--- src/rtl/spi_shift_pkg.sv ---
package spi_shift_pkg;
    localparam int unsigned DATA_W = 16;
    localparam int unsigned LEN_W  = $clog2(DATA_W);
    localparam int unsigned CNT_W  = $clog2(DATA_W + 1);

    typedef enum logic {
        ROLE_SLAVE  = 1'b0,
        ROLE_MASTER = 1'b1
    } role_e;

    typedef struct packed {
        logic busy;
        logic done;
        logic wcol;
    } xfer_flags_t;

    // Length field to bit count: a zero field selects the full register width
    function automatic logic [CNT_W-1:0] char_bits(input logic [LEN_W-1:0] field);
        return (field == '0) ? CNT_W'(DATA_W) : CNT_W'(field);
    endfunction
endpackage

--- src/rtl/spi_bit_counter.sv ---
module spi_bit_counter #(
    parameter int unsigned CW = 5
) (
    input  logic          clk,
    input  logic          rst,
    input  logic          clear,
    input  logic          step,
    input  logic [CW-1:0] len,
    output logic          last
);
    logic [CW-1:0] count;

    // >= keeps the counter from running on if len shrinks mid-transfer
    assign last = ((count + CW'(1)) >= len);

    always_ff @(posedge clk) begin
        if (rst || clear) begin
            count <= '0;
        end else if (step) begin
            count <= last ? '0 : count + CW'(1);
        end
    end

    assert_count_wraps_R4: assert property (@(posedge clk) disable iff (rst)
        (step && last && !clear) |=> (count == '0));
endmodule

--- src/rtl/spi_shift_reg.sv ---
module spi_shift_reg #(
    parameter int unsigned W = 16
) (
    input  logic         clk,
    input  logic         rst,
    input  logic         load,
    input  logic [W-1:0] load_val,
    input  logic         shift,
    input  logic         in_bit,
    output logic [W-1:0] q
);
    always_ff @(posedge clk) begin
        if (rst) begin
            q <= '0;
        end else if (load) begin
            q <= load_val;
        end else if (shift) begin
            q <= {q[W-2:0], in_bit};
        end
    end
endmodule

--- src/rtl/spi_shift_engine.sv ---
module spi_shift_engine
    import spi_shift_pkg::*;
(
    input  logic              clk,
    input  logic              rst,
    input  logic              is_master,
    input  logic [LEN_W-1:0]  char_len,
    input  logic              wr_en,
    input  logic [DATA_W-1:0] wr_data,
    input  logic              rd_en,
    output logic [DATA_W-1:0] rd_data,
    input  logic              sck_sample,
    input  logic              ser_in,
    output logic              ser_out,
    output logic              busy,
    output logic              done,
    output logic              wcol
);
    role_e       role;
    xfer_flags_t flags;
    logic        start_wr;
    logic        collide;
    logic        shift_en;
    logic        last_bit;
    logic        finish;

    assign role     = role_e'(is_master);
    assign start_wr = wr_en && !flags.busy;
    assign collide  = wr_en && flags.busy;
    // Master only shifts inside a transfer; slave shifts whenever the master clocks it
    assign shift_en = sck_sample && !start_wr && (flags.busy || role == ROLE_SLAVE);
    assign finish   = shift_en && last_bit;

    spi_bit_counter #(.CW(CNT_W)) u_cnt (
        .clk   (clk),
        .rst   (rst),
        .clear (start_wr),
        .step  (shift_en),
        .len   (char_bits(char_len)),
        .last  (last_bit)
    );

    spi_shift_reg #(.W(DATA_W)) u_sr (
        .clk      (clk),
        .rst      (rst),
        .load     (start_wr),
        .load_val (wr_data),
        .shift    (shift_en),
        .in_bit   (ser_in),
        .q        (rd_data)
    );

    always_ff @(posedge clk) begin
        if (rst) begin
            flags <= '0;
        end else begin
            if (start_wr && role == ROLE_MASTER) flags.busy <= 1'b1;
            else if (finish)                     flags.busy <= 1'b0;
            else if (shift_en)                   flags.busy <= 1'b1;

            if (finish)     flags.done <= 1'b1;
            else if (rd_en) flags.done <= 1'b0;

            if (collide)    flags.wcol <= 1'b1;
            else if (rd_en) flags.wcol <= 1'b0;
        end
    end

    assign busy    = flags.busy;
    assign done    = flags.done;
    assign wcol    = flags.wcol;
    assign ser_out = rd_data[DATA_W-1];

    assert_master_start_R2: assert property (@(posedge clk) disable iff (rst)
        (is_master && wr_en && !busy) |=> busy);

    assert_done_from_strobe_R4: assert property (@(posedge clk) disable iff (rst)
        $rose(done) |-> $past(sck_sample));

    assert_read_clears_R5: assert property (@(posedge clk) disable iff (rst)
        (rd_en && !sck_sample) |=> !done);

    assert_collision_R6: assert property (@(posedge clk) disable iff (rst)
        (wr_en && busy && !sck_sample) |=> (wcol && $stable(rd_data)));

    assert_idle_strobe_R7: assert property (@(posedge clk) disable iff (rst)
        (is_master && !busy && !wr_en && sck_sample) |=> ($stable(rd_data) && !busy));

    assert_slave_preload_R8: assert property (@(posedge clk) disable iff (rst)
        (!is_master && wr_en && !busy) |=> (!busy && rd_data == $past(wr_data)));
endmodule

--- config.mk ---
export PLATFORM = sky130hd
export DESIGN_NAME = spi_shift_engine
export DESIGN_NICKNAME = d
export VERILOG_FILES = /design/src/rtl/spi_shift_pkg.sv /design/src/rtl/spi_bit_counter.sv /design/src/rtl/spi_shift_reg.sv /design/src/rtl/spi_shift_engine.sv
export SDC_FILE = /design/constraint.sdc
export NUM_CORES = 1
export LEC_CHECK = 0
export BUFFER_PORTS_ARGS = -buffer_cell sky130_fd_sc_hd__buf_4
export CORE_ASPECT_RATIO = 0.7
export CORE_MARGIN = 1.5
export CORE_UTILIZATION = 45
export CTS_CLUSTER_DIAMETER = 60
export DETAILED_ROUTE_END_ITERATION = 10
export GPL_TIMING_DRIVEN = 0
export PLACE_DENSITY_LB_ADDON = 0.12
export SLEW_MARGIN = 10
export SYNTH_ARGS = -nofsm -noshare
export SYNTH_HDL_FRONTEND = slang
export SYNTH_SLANG_ARGS = --single-unit
--- constraint.sdc ---
create_clock -name clk -period 3.1 [get_ports clk]
set_clock_uncertainty 0.05 [all_clocks]
set_input_delay 0.465 -clock clk [delete_from_list [all_inputs] [get_ports clk]]
set_output_delay 0.465 -clock clk [all_outputs]
set_load 0.05 [all_outputs]
==> flow_results.xml <==
<?xml version="1.0" encoding="UTF-8"?>
<metrics>
  <group name="synthesis">
    <metric name="synthDominantCellAreaShare" unit="">0.413</metric>
    <metric name="synthesis.instances" unit="">122</metric>
    <metric name="syn_nets" unit="">155</metric>
    <metric name="synth_edf_count" unit="">0</metric>
    <metric name="synth_top_flop_cell" unit="">sky130_fd_sc_hd__dfxtp_1</metric>
    <metric name="syn-mean-instance-area" unit="um2">9.53</metric>
    <metric name="synthesis.area" unit="um2">1160</metric>
    <metric name="synth_largest_area_cell" unit="">sky130_fd_sc_hd__dfxtp_1</metric>
    <metric name="synth-seq-cells" unit="">24</metric>
    <metric name="ys_warnings" unit="">0</metric>
    <metric name="yosys.cell_count.top_type" unit="">sky130_fd_sc_hd__dfxtp_1</metric>
    <metric name="synth_seq_area_share" unit="">0.413</metric>
    <metric name="synthDistinctLibCells" unit="">33</metric>
    <metric name="yosys-top-cells-count" unit="">sky130_fd_sc_hd__dfxtp_1, sky130_fd_sc_hd__nor2_1, sky130_fd_sc_hd__a222oi_1</metric>
    <metric name="synthTopCellsByArea" unit="">sky130_fd_sc_hd__dfxtp_1, sky130_fd_sc_hd__a222oi_1, sky130_fd_sc_hd__nor2_1, sky130_fd_sc_hd__ha_1, sky130_fd_sc_hd__buf_6</metric>
    <metric name="synthArstFlopShare" unit="">0</metric>
  </group>
  <group name="drt">
    <metric name="first_pass_iters" unit="">6</metric>
    <metric name="final_antenna_net_count" unit="">0</metric>
    <metric name="avgRoutedWirePerCell" unit="um">13.5</metric>
    <metric name="first_iter_violations" unit="">109</metric>
    <metric name="post-route-drc-count" unit="">0</metric>
    <metric name="drt_total_wl" unit="um">2790</metric>
    <metric name="vias_per_cell" unit="">5.56</metric>
    <metric name="route.vias.total" unit="">1145</metric>
  </group>
  <group name="outcome">
    <metric name="result_of_the_run" unit="">finished clean</metric>
  </group>
  <group name="timing">
    <metric name="slew_headroom" unit="">0.677</metric>
    <metric name="rsz0062_at_grt" unit="">false</metric>
    <metric name="setup_tns" unit="ns">0</metric>
    <metric name="report.final.slew_viol_count" unit="">0</metric>
    <metric name="maximum_achievable_frequency" unit="MHz">422</metric>
    <metric name="setup_viol_count_final" unit="">0</metric>
    <metric name="hold_viol_final" unit="">0</metric>
    <metric name="worst-slew-pin-transition" unit="ns">0.484</metric>
    <metric name="setup_slack" unit="ns">0.733</metric>
    <metric name="min_period_over_period" unit="">0.764</metric>
    <metric name="hold-worst-slack" unit="ns">0.398</metric>
    <metric name="period_needed" unit="ns">2.37</metric>
  </group>
  <group name="final_layout">
    <metric name="num-nets-final" unit="">206</metric>
    <metric name="finalInstanceArea" unit="um2">1610</metric>
    <metric name="insertedDiodeCount" unit="">0</metric>
    <metric name="final_util" unit="">0.653</metric>
    <metric name="area_delta_synth_final" unit="%">38.1</metric>
    <metric name="drive_above_1_share" unit="">0.355</metric>
    <metric name="finalNonFillerCells" unit="">206</metric>
  </group>
  <group name="hold_path">
    <metric name="worst_hold_path_type" unit="">input port to register</metric>
  </group>
  <group name="die">
    <metric name="placeableCoreArea" unit="um2">2460</metric>
    <metric name="rows" unit="">15</metric>
    <metric name="ios" unit="">47</metric>
    <metric name="chipHeight" unit="um">45.5</metric>
    <metric name="floorplan.die_area" unit="um2">2900</metric>
    <metric name="die_x" unit="um">63.7</metric>
    <metric name="floorplan.initialDensity" unit="">0.473</metric>
  </group>
  <group name="placement">
    <metric name="post_dp_cell_area" unit="um2">1550</metric>
    <metric name="placed_cells" unit="">202</metric>
    <metric name="finalWeightedCongestion" unit="">0.730</metric>
    <metric name="place.detailed.hpwl" unit="um">2170</metric>
    <metric name="detailedPlace.worstSlack" unit="ns">0.553</metric>
    <metric name="place.port_buffers" unit="">46</metric>
  </group>
  <group name="critical_path">
    <metric name="reg2reg_setup_slack" unit="ns">0.73</metric>
    <metric name="path_delay_family" unit="">compound AO/OA/AOI/OAI gates</metric>
    <metric name="timing.critical_path.cells" unit="">ha_1, nand3_1, xnor2_1, ha_1, a21o_1, a31oi_2, a32oi_1, a21oi_1</metric>
    <metric name="worstSetupPathType" unit="">register to register</metric>
    <metric name="cp_data_arrival_time" unit="ns">2.51</metric>
    <metric name="crit_required" unit="ns">3.25</metric>
    <metric name="worstPathBufferInverterCount" unit="">0</metric>
    <metric name="critPathLaunchType" unit="">register</metric>
    <metric name="library_cell_appearing_most_often_on_the_critical_path" unit="">sky130_fd_sc_hd__ha_1</metric>
    <metric name="endpoint_kind" unit="">register</metric>
    <metric name="critical-path-max-stage-delay" unit="ns">0.41</metric>
    <metric name="critical_path_peak_fanout" unit="">9</metric>
    <metric name="critical-path-slowest-cell" unit="">sky130_fd_sc_hd__dfxtp_1</metric>
  </group>
  <group name="clock_tree">
    <metric name="htree_levels" unit="">1</metric>
    <metric name="cts_tree" unit="">yes</metric>
    <metric name="cts.root.buffer_cell" unit="">sky130_fd_sc_hd__clkbuf_8</metric>
    <metric name="clock_insertion_delay_worst_skew" unit="ns">0.26</metric>
    <metric name="clock_tree.buffer_depth" unit="">2</metric>
    <metric name="cts_made_buffers" unit="">3</metric>
    <metric name="hold_buffers" unit="">0</metric>
    <metric name="clk_pin_slew_worst_paths" unit="ns">0.08</metric>
    <metric name="post-cts-setup-buffer-count" unit="">0</metric>
    <metric name="cts-resized-gates" unit="">0</metric>
    <metric name="clock-sinks" unit="">24</metric>
  </group>
  <group name="pwr">
    <metric name="p_leak" unit="nW">0.742</metric>
    <metric name="power.ir.vdd_worst" unit="V">0.000352</metric>
    <metric name="design_power_total" unit="mW">0.764</metric>
    <metric name="power.density_cell_area" unit="nW/um2">476</metric>
  </group>
  <group name="run">
    <metric name="max_cap_violations" unit="">0</metric>
  </group>
  <group name="grt">
    <metric name="grt_first_pass_wirelength" unit="um">4570</metric>
    <metric name="grtUsageTotal" unit="">0.204</metric>
    <metric name="grt_max_degree" unit="">14</metric>
    <metric name="first_global_vias" unit="">1018</metric>
    <metric name="grt_remaining_overflow" unit="">0</metric>
    <metric name="initial_antenna_violation_count" unit="">0</metric>
  </group>
</metrics>
## final timing paths
check                               startpoint              to  cells after the start
worst max-delay path            u_cnt.count[0]            busy                      8
worst min-delay path                wr_data[9]       u_sr.q[9]                      3
worst max register to register  u_cnt.count[0]            busy                      8
worst min register to register  u_cnt.count[1]  u_cnt.count[1]                      2
## logic make-up (layout without fill, tap and decap cells)
logic type	Yosys count	in the layout	synth area share
AO/OA/AOI/OAI	31	31	0.221
XOR/XNOR	3	3	0.0226
adder cells (fa/ha/maj)	6	6	0.0646
buffers and inverters	16	66	0.0915
flip-flops	24	24	0.413
multiplexers	2	2	0.0183
AND/OR/NAND/NOR	40	40	0.169
## routing by layer
layer / vias up / wire length (um) / GRT usage
met5: - / 0 / 0
met2: 46 / 1350 / 0.345
met1: 540 / 1220 / 0.262
met3: 4 / 199 / 0.0569
met4: 0 / 16 / 0.0522
li1: 555 / - / -
## flip-flops by register name (all words and copies together), names as in the netlist
register / cells
busy: 1
done: 1
u_cnt.count: 5
u_sr.q: 16
wcol: 1
## cell type report
type                            count  area (um2)
Inverter                            6        22.5
Sequential cell                    24         480
Buffer                             10        83.8
Timing Repair Buffer               46         345
Tap cell                           34        42.5
Fill cell                         212         853
Multi-Input combinational cell     82         576
Clock buffer                        4        55.1
## worst reg2reg max path, stage by stage, from the launching register on
cell	delay (ns)
sky130_fd_sc_hd__dfxtp_1	0.41
sky130_fd_sc_hd__ha_1	0.25
sky130_fd_sc_hd__nand3_1	0.11
sky130_fd_sc_hd__xnor2_1	0.23
sky130_fd_sc_hd__ha_1	0.29
sky130_fd_sc_hd__a21o_1	0.19
sky130_fd_sc_hd__a31oi_2	0.40
sky130_fd_sc_hd__a32oi_1	0.19
sky130_fd_sc_hd__a21oi_1	0.18
## layout by cell type, fill, tap and decap left out, types with 2 or more instances in the layout
master                     instances
sky130_fd_sc_hd__a21oi_1           5
sky130_fd_sc_hd__dfxtp_1          24
sky130_fd_sc_hd__buf_6             4
sky130_fd_sc_hd__ha_1              6
sky130_fd_sc_hd__clkbuf_8          4
sky130_fd_sc_hd__a222oi_1         15
sky130_fd_sc_hd__buf_4            47
sky130_fd_sc_hd__a22oi_1           2
sky130_fd_sc_hd__xnor2_1           2
sky130_fd_sc_hd__nand2_1           6
sky130_fd_sc_hd__clkbuf_1          3
sky130_fd_sc_hd__nand3_1           5
sky130_fd_sc_hd__inv_1             6
sky130_fd_sc_hd__o21ai_1           2
sky130_fd_sc_hd__nor2_1           21
sky130_fd_sc_hd__nor2b_4           2
## report_power, final
group | internal (mW) | switching [mW] | leakage, nW
combinational | 0.0895 | 0.124 | 0.516
sequential | 0.326 | 0.0166 | 0.196
clock | 0.113 | 0.0946 | 0.0288
No activity file was read; power rests on OpenSTA's default activity.
